File: config.mk
export PLATFORM = sky130hd
export DESIGN_NAME = phase_tick_gen
export DESIGN_NICKNAME = d
export VERILOG_FILES = /design/src/rtl/tick_src_pkg.sv /design/src/rtl/ext_edge_sync.sv /design/src/rtl/ms_base_gen.sv /design/src/rtl/src_watchdog.sv /design/src/rtl/stage_divider.sv /design/src/rtl/phase_tick_gen.sv
export SDC_FILE = /design/constraint.sdc
export NUM_CORES = 1
export LEC_CHECK = 0
export ABC_AREA = 0
export BUFFER_PORTS_ARGS = -buffer_cell sky130_fd_sc_hd__buf_2
export CAP_MARGIN = 20
export CORE_MARGIN = 4
export CORE_UTILIZATION = 60
export CTS_CLUSTER_SIZE = 28
export DETAILED_ROUTE_END_ITERATION = 10
export PLACE_DENSITY = 0.77
export RECOVER_POWER = 50
export SKIP_CTS_REPAIR_TIMING = 1
export SLEW_MARGIN = 20
export SYNTH_ARGS = -nofsm -noshare
export SYNTH_HDL_FRONTEND = slang
export SYNTH_SLANG_ARGS = --single-unit
File: constraint.sdc
create_clock -name clk -period 2.85 [get_ports clk]
set_input_delay 0.4275 -clock clk [delete_from_list [all_inputs] [get_ports clk]]
set_output_delay 0.4275 -clock clk [all_outputs]
set_load 0.1 [all_outputs]
File: src/rtl/tick_src_pkg.sv
package tick_src_pkg;

  // Width of the stage-enable field.
  localparam int DIV_EN_W = 3;

  // Width of the divider count (max ratio 128 -> count 0..127).
  localparam int DIV_CNT_W = 7;

  typedef logic [DIV_EN_W-1:0] div_en_t;

  // The enable bits weigh 1, 2 and 4 in the exponent, so the
  // exponent of the ratio is the field read as a binary number.
  function automatic logic [DIV_CNT_W-1:0] ratio_minus1(div_en_t en);
    logic [DIV_CNT_W:0] r;
    r = (DIV_CNT_W + 1)'(1) << en;
    return DIV_CNT_W'(r - (DIV_CNT_W + 1)'(1));
  endfunction

endpackage

File: src/rtl/ext_edge_sync.sv
module ext_edge_sync #(
  parameter int STAGES = 2
) (
  input  logic clk,
  input  logic rst,
  input  logic pin_raw,
  output logic rise
);

  logic [STAGES-1:0] sh;
  logic              last_q;

  // Synchronizer chain: one stage per flop.
  genvar g;
  generate
    for (g = 0; g < STAGES; g++) begin : g_stage
      if (g == 0) begin : g_first
        always_ff @(posedge clk) begin
          if (rst) sh[0] <= 1'b0;
          else     sh[0] <= pin_raw;
        end
      end else begin : g_next
        always_ff @(posedge clk) begin
          if (rst) sh[g] <= 1'b0;
          else     sh[g] <= sh[g-1];
        end
      end
    end
  endgenerate

  always_ff @(posedge clk) begin
    if (rst) last_q <= 1'b0;
    else     last_q <= sh[STAGES-1];
  end

  assign rise = sh[STAGES-1] & ~last_q;

  // A held level gives only one pulse.
  assert_rise_single_R9: assert property (@(posedge clk) disable iff (rst)
    rise |=> !rise);

endmodule

File: src/rtl/ms_base_gen.sv
module ms_base_gen #(
  parameter int MS_CYCLES = 50000
) (
  input  logic clk,
  input  logic rst,
  output logic base_p
);

  localparam int CW = (MS_CYCLES > 1) ? $clog2(MS_CYCLES) : 1;
  localparam logic [CW-1:0] LAST = CW'(MS_CYCLES - 1);

  logic [CW-1:0] cnt;

  always_ff @(posedge clk) begin
    if (rst) begin
      cnt    <= '0;
      base_p <= 1'b0;
    end else if (cnt == LAST) begin
      cnt    <= '0;
      base_p <= 1'b1;
    end else begin
      cnt    <= cnt + 1'b1;
      base_p <= 1'b0;
    end
  end

  assert_base_gap_R2: assert property (@(posedge clk) disable iff (rst)
    base_p |=> !base_p);

endmodule

File: src/rtl/src_watchdog.sv
module src_watchdog #(
  parameter int WDOG_CYCLES = 400000
) (
  input  logic clk,
  input  logic rst,
  input  logic armed,
  input  logic edge_seen,
  output logic abort_p
);

  localparam int WW = $clog2(WDOG_CYCLES + 1);
  localparam logic [WW-1:0] LIMIT = WW'(WDOG_CYCLES);

  logic [WW-1:0] gap;

  // Count cycles since the last edge; saturate at the limit.
  always_ff @(posedge clk) begin
    if (rst || !armed || edge_seen) gap <= '0;
    else if (gap != LIMIT)          gap <= gap + 1'b1;
  end

  // Fire once, when the count first reaches the limit.
  always_ff @(posedge clk) begin
    if (rst) abort_p <= 1'b0;
    else     abort_p <= armed && !edge_seen && (gap == LIMIT - 1'b1);
  end

  assert_abort_single_R7: assert property (@(posedge clk) disable iff (rst)
    abort_p |=> !abort_p);

  assert_idle_internal_R8: assert property (@(posedge clk) disable iff (rst)
    !armed |=> !abort_p);

  assert_edge_clears_R10: assert property (@(posedge clk) disable iff (rst)
    edge_seen |=> !abort_p);

endmodule

File: src/rtl/stage_divider.sv
module stage_divider
  import tick_src_pkg::*;
(
  input  logic    clk,
  input  logic    rst,
  input  logic    src_sel,
  input  div_en_t div_en,
  input  logic    src_p,
  output logic    tick
);

  logic [DIV_CNT_W-1:0] cnt;
  logic                 sel_q;
  div_en_t              en_q;
  logic                 cfg_chg;
  logic [DIV_CNT_W-1:0] top;

  assign cfg_chg = (sel_q != src_sel) || (en_q != div_en);
  assign top     = ratio_minus1(en_q);

  always_ff @(posedge clk) begin
    if (rst) begin
      sel_q <= 1'b0;
      en_q  <= '0;
      cnt   <= '0;
      tick  <= 1'b0;
    end else begin
      sel_q <= src_sel;
      en_q  <= div_en;
      if (cfg_chg) begin
        cnt  <= '0;
        tick <= 1'b0;
      end else if (src_p) begin
        if (cnt == top) begin
          cnt  <= '0;
          tick <= 1'b1;
        end else begin
          cnt  <= cnt + 1'b1;
          tick <= 1'b0;
        end
      end else begin
        tick <= 1'b0;
      end
    end
  end

  assert_cnt_in_range_R3: assert property (@(posedge clk) disable iff (rst)
    cnt <= top);

  assert_restart_R6: assert property (@(posedge clk) disable iff (rst)
    cfg_chg |=> (cnt == '0) && !tick);

endmodule

File: src/rtl/phase_tick_gen.sv
module phase_tick_gen
  import tick_src_pkg::*;
#(
  parameter int MS_CYCLES   = 50000,
  parameter int WDOG_CYCLES = 400000,
  parameter int SYNC_STAGES = 2
) (
  input  logic                clk,
  input  logic                rst,
  input  logic                sel_ext,
  input  logic [DIV_EN_W-1:0] div_en,
  input  logic                osc_pin,
  output logic                tick_o,
  output logic                abort_o
);

  logic ext_rise;
  logic int_p;
  logic src_p;

  ext_edge_sync #(.STAGES(SYNC_STAGES)) u_sync (
    .clk     (clk),
    .rst     (rst),
    .pin_raw (osc_pin),
    .rise    (ext_rise)
  );

  ms_base_gen #(.MS_CYCLES(MS_CYCLES)) u_base (
    .clk    (clk),
    .rst    (rst),
    .base_p (int_p)
  );

  assign src_p = sel_ext ? ext_rise : int_p;

  stage_divider u_div (
    .clk     (clk),
    .rst     (rst),
    .src_sel (sel_ext),
    .div_en  (div_en),
    .src_p   (src_p),
    .tick    (tick_o)
  );

  src_watchdog #(.WDOG_CYCLES(WDOG_CYCLES)) u_wd (
    .clk       (clk),
    .rst       (rst),
    .armed     (sel_ext),
    .edge_seen (ext_rise),
    .abort_p   (abort_o)
  );

  assert_reset_quiet_R1: assert property (@(posedge clk)
    rst |=> (!tick_o && !abort_o));

  assert_tick_single_R5: assert property (@(posedge clk) disable iff (rst)
    tick_o |=> !tick_o);

  assert_tick_cause_R4: assert property (@(posedge clk) disable iff (rst)
    tick_o |-> $past(src_p));

endmodule

==> results.json <==
{
  "status": "finished, final reports clean",
  "final_antenna_net_count": 0,
  "power_density_nw_per_um2": 478,
  "core_sq_um": 3770,
  "fin_util_pct": 68.7,
  "clockRootBuffer": "clkbuf_8",
  "critical_path_required_ps": 3100,
  "min_path_cells": 2,
  "timing.fmax_ghz": 0.390,
  "synth_nets": 280,
  "initial_utilization_pct": 64.4,
  "fin_area_sq_um": 2590,
  "finalSetupTns_ps": 0,
  "holdCritPathClass": "in -> reg",
  "num_io_pins": 9,
  "cp_num_buf_inv": 0,
  "synth_ff_type": "dfxtp_1",
  "drt_iter0_drc": 132,
  "cts_max_level": 2,
  "end_kind": "register",
  "hold_end": "u_sync.sh[0]",
  "via_per_inst": 5.41,
  "wl_mm": 4.07,
  "syn_to_final_growth_pct": 6.75,
  "grt_setup_unrepaired": "false",
  "syn_inst": 268,
  "syn-cell-area_sq_um": 2430,
  "cp-start-kind": "register",
  "nets": 291,
  "critPathMaxStageDelay_ps": 500,
  "power.total_uw": 1240,
  "dr.pass1.iters": 4,
  "cpMaxStageDelayCell": "nor4_4",
  "grt_max_degree": 21,
  "rr_startpoint": "u_div.en_q[0]",
  "async_reset_ff_share_pct": 0,
  "hold_start": "osc_pin",
  "rrSetupSlack_ps": 290,
  "vdd_drop_max_mv": 0.468,
  "antenna_found_initial": 0,
  "period_share_pct": 89.9,
  "finalCriticalPeriod_ps": 2560,
  "placed_area_sq_um": 2510,
  "ys_ff_latch": 52,
  "drv_cap": 0,
  "grt_pass1_wl_mm": 7.28,
  "post_route_cells_drive_above_1_share_pct": 6.43,
  "leakage_uw": 0.000914,
  "clk_path_buf_depth": 2,
  "grt_remaining_overflow": 0,
  "mostFrequentLayoutCells": "dfxtp_1 (52), nor2_1 (37), xor2_1 (28)",
  "rr_worst_depth": 7,
  "num_rows": 22,
  "final_max_slew_viol_count": 0,
  "drc": 0,
  "antennaDiodeCount": 0,
  "cts_made_buffers": 5,
  "grtUsageTotal_pct": 17.4,
  "cp_top_family": "simple AND/OR/NAND/NOR gates",
  "clk_pin_slew_worst_paths_ps": 90,
  "die_h_um": 71.6,
  "max_slew_margin_pct": 22.8,
  "cp_max_fo": 8,
  "hold_viol": 0,
  "cts_tree": "done",
  "synth.distinct_cells": 41,
  "clkSinkCount": 52,
  "worst_pin_slew_ps": 1160,
  "post_drt_wl_per_cell_um": 12.4,
  "r2r-end": "u_div.tick",
  "port_buffers": 8,
  "seq_area_frac_synth_pct": 42.9,
  "fin_skew_ps": 6.86,
  "clk_latency_ps": 300,
  "dp.final_hpwl_mm": 2.86,
  "first_global_vias": 1586,
  "cp.arrival_ps": 2810,
  "path_class": "reg -> reg",
  "vias": 1776,
  "yosysWarningCount": 0,
  "place_congestion": 0.823,
  "synth_area_per_cell_sq_um": 9.06,
  "synth-edff-count": 0,
  "dieArea_sq_um": 5130,
  "path_cells": "or3b_1 -> ha_1 -> xor2_1 -> or3_1 -> o311a_2 -> nor4_4 -> and4_1",
  "setup_viol": 0,
  "fp.dieW_um": 71.6,
  "mostFrequentLayoutCell": "dfxtp_1"
}
[worst max path at each step]
| stage | startpoint | endpoint | slack [ps] | cells past startpoint |
|---|---|---|---|---|
| global placement | u_div.en_q[2] | u_div.tick | 370 | 7 |
| CTS | u_div.en_q[2] | u_div.tick | 290 | 7 |
| floorplan | u_div.en_q[2] | u_div.tick | 470 | 8 |
| finish | u_div.en_q[0] | u_div.tick | 290 | 7 |
| global route | u_div.en_q[0] | u_div.tick | 130 | 7 |
| detailed placement | u_div.en_q[2] | u_div.tick | 310 | 7 |
[power by group]
group	internal [uW]	total (uW)	switching (uW)
combinational	31.1	70.8	39.6
sequential	736	745	9.70
clock	197	422	225
total	964	1240	274
[layer usage]
metal / part of all wire [%] / GRT usage, % / vias to the layer above
met3: 3.5 / 4.77 / 6
li1: - / - / 943
met1: 55 / 25.3 / 807
met2: 41 / 25.3 / 20
met4: 0.89 / 4.38 / 0
met5: 0 / 0 / -
[Yosys cell counts, types with 2 or more instances]
master     number  area (sq um)
a21oi_1         2          10.0
and3_1          7          43.8
and4_1          7          61.3
buf_4           2          15.0
clkbuf_1        4          15.0
dfxtp_1        52          1040
ha_1            5          62.6
inv_1          11          41.3
mux2i_1         2          20.0
nand2_1        15          56.3
nand2b_1        2          12.5
nand3_1        15          75.1
nand4_1        10          62.6
nor2_1         37           139
nor2b_1         9          56.3
nor3_1         13          65.1
nor3b_1         2          15.0
nor4_1          3          18.8
nor4b_1         2          17.5
nor4bb_1        2          20.0
o2bb2ai_1       2          17.5
or3_1           3          18.8
or3b_1          2          17.5
xnor2_1        15           131
xor2_1         28           245
[worst register-to-register path: cells and delay by family, from the launching register on]
| kind | cells | cell delay [ps] |
|---|---|---|
| simple gates | 4 | 1460 |
| flops | 1 | 470 |
| fa+ha+maj | 1 | 260 |
| xor+xnor | 1 | 180 |
| compound gates | 1 | 140 |
[through the flow]
step / setup slack [ps] / hold slack (ps) / instances
after global placement: 370 / 420 / 320
after CTS: 289 / 318 / 328
final: 287 / 339 / 328
after global routing: 128 / 319 / 328
after detailed placement: 310 / 425 / 320
after floorplan: 473 / 414 / 268
[state kept, by name (all words and copies together), names as in the netlist, 2 cells and up]
signal and count:
u_wd.gap 19, u_sync.sh 2, u_div.en_q 3, u_div.cnt 7
u_base.cnt 16
[logic make-up (layout without fill, tap and decap cells)]
kind of cell             Yosys count  after routing  share of synthesized area, %
multiplexers                       3              3                          1.29
adder cells (fa/ha/maj)            5              5                          2.58
AND/OR/NAND/NOR                  133            133                          30.1
flip-flops                        52             52                          42.9
buffers and inverters             19             31                          3.56
AO/OA/AOI/OAI                     13             13                          4.12
XOR/XNOR                          43             43                          15.5
[area by class of cell]
| class | instances | area, sq um |
|---|---|---|
| fill | 313 | 1180 |
| tap | 48 | 60.1 |
| clock buffer | 7 | 86.3 |
| sequential | 52 | 1040 |
| timing repair buffer | 12 | 55.1 |
| clock inverter | 1 | 7.51 |
| inverter | 11 | 41.3 |
| multi-input combinational | 197 | 1300 |
No activity file was read; power rests on OpenSTA's default activity.
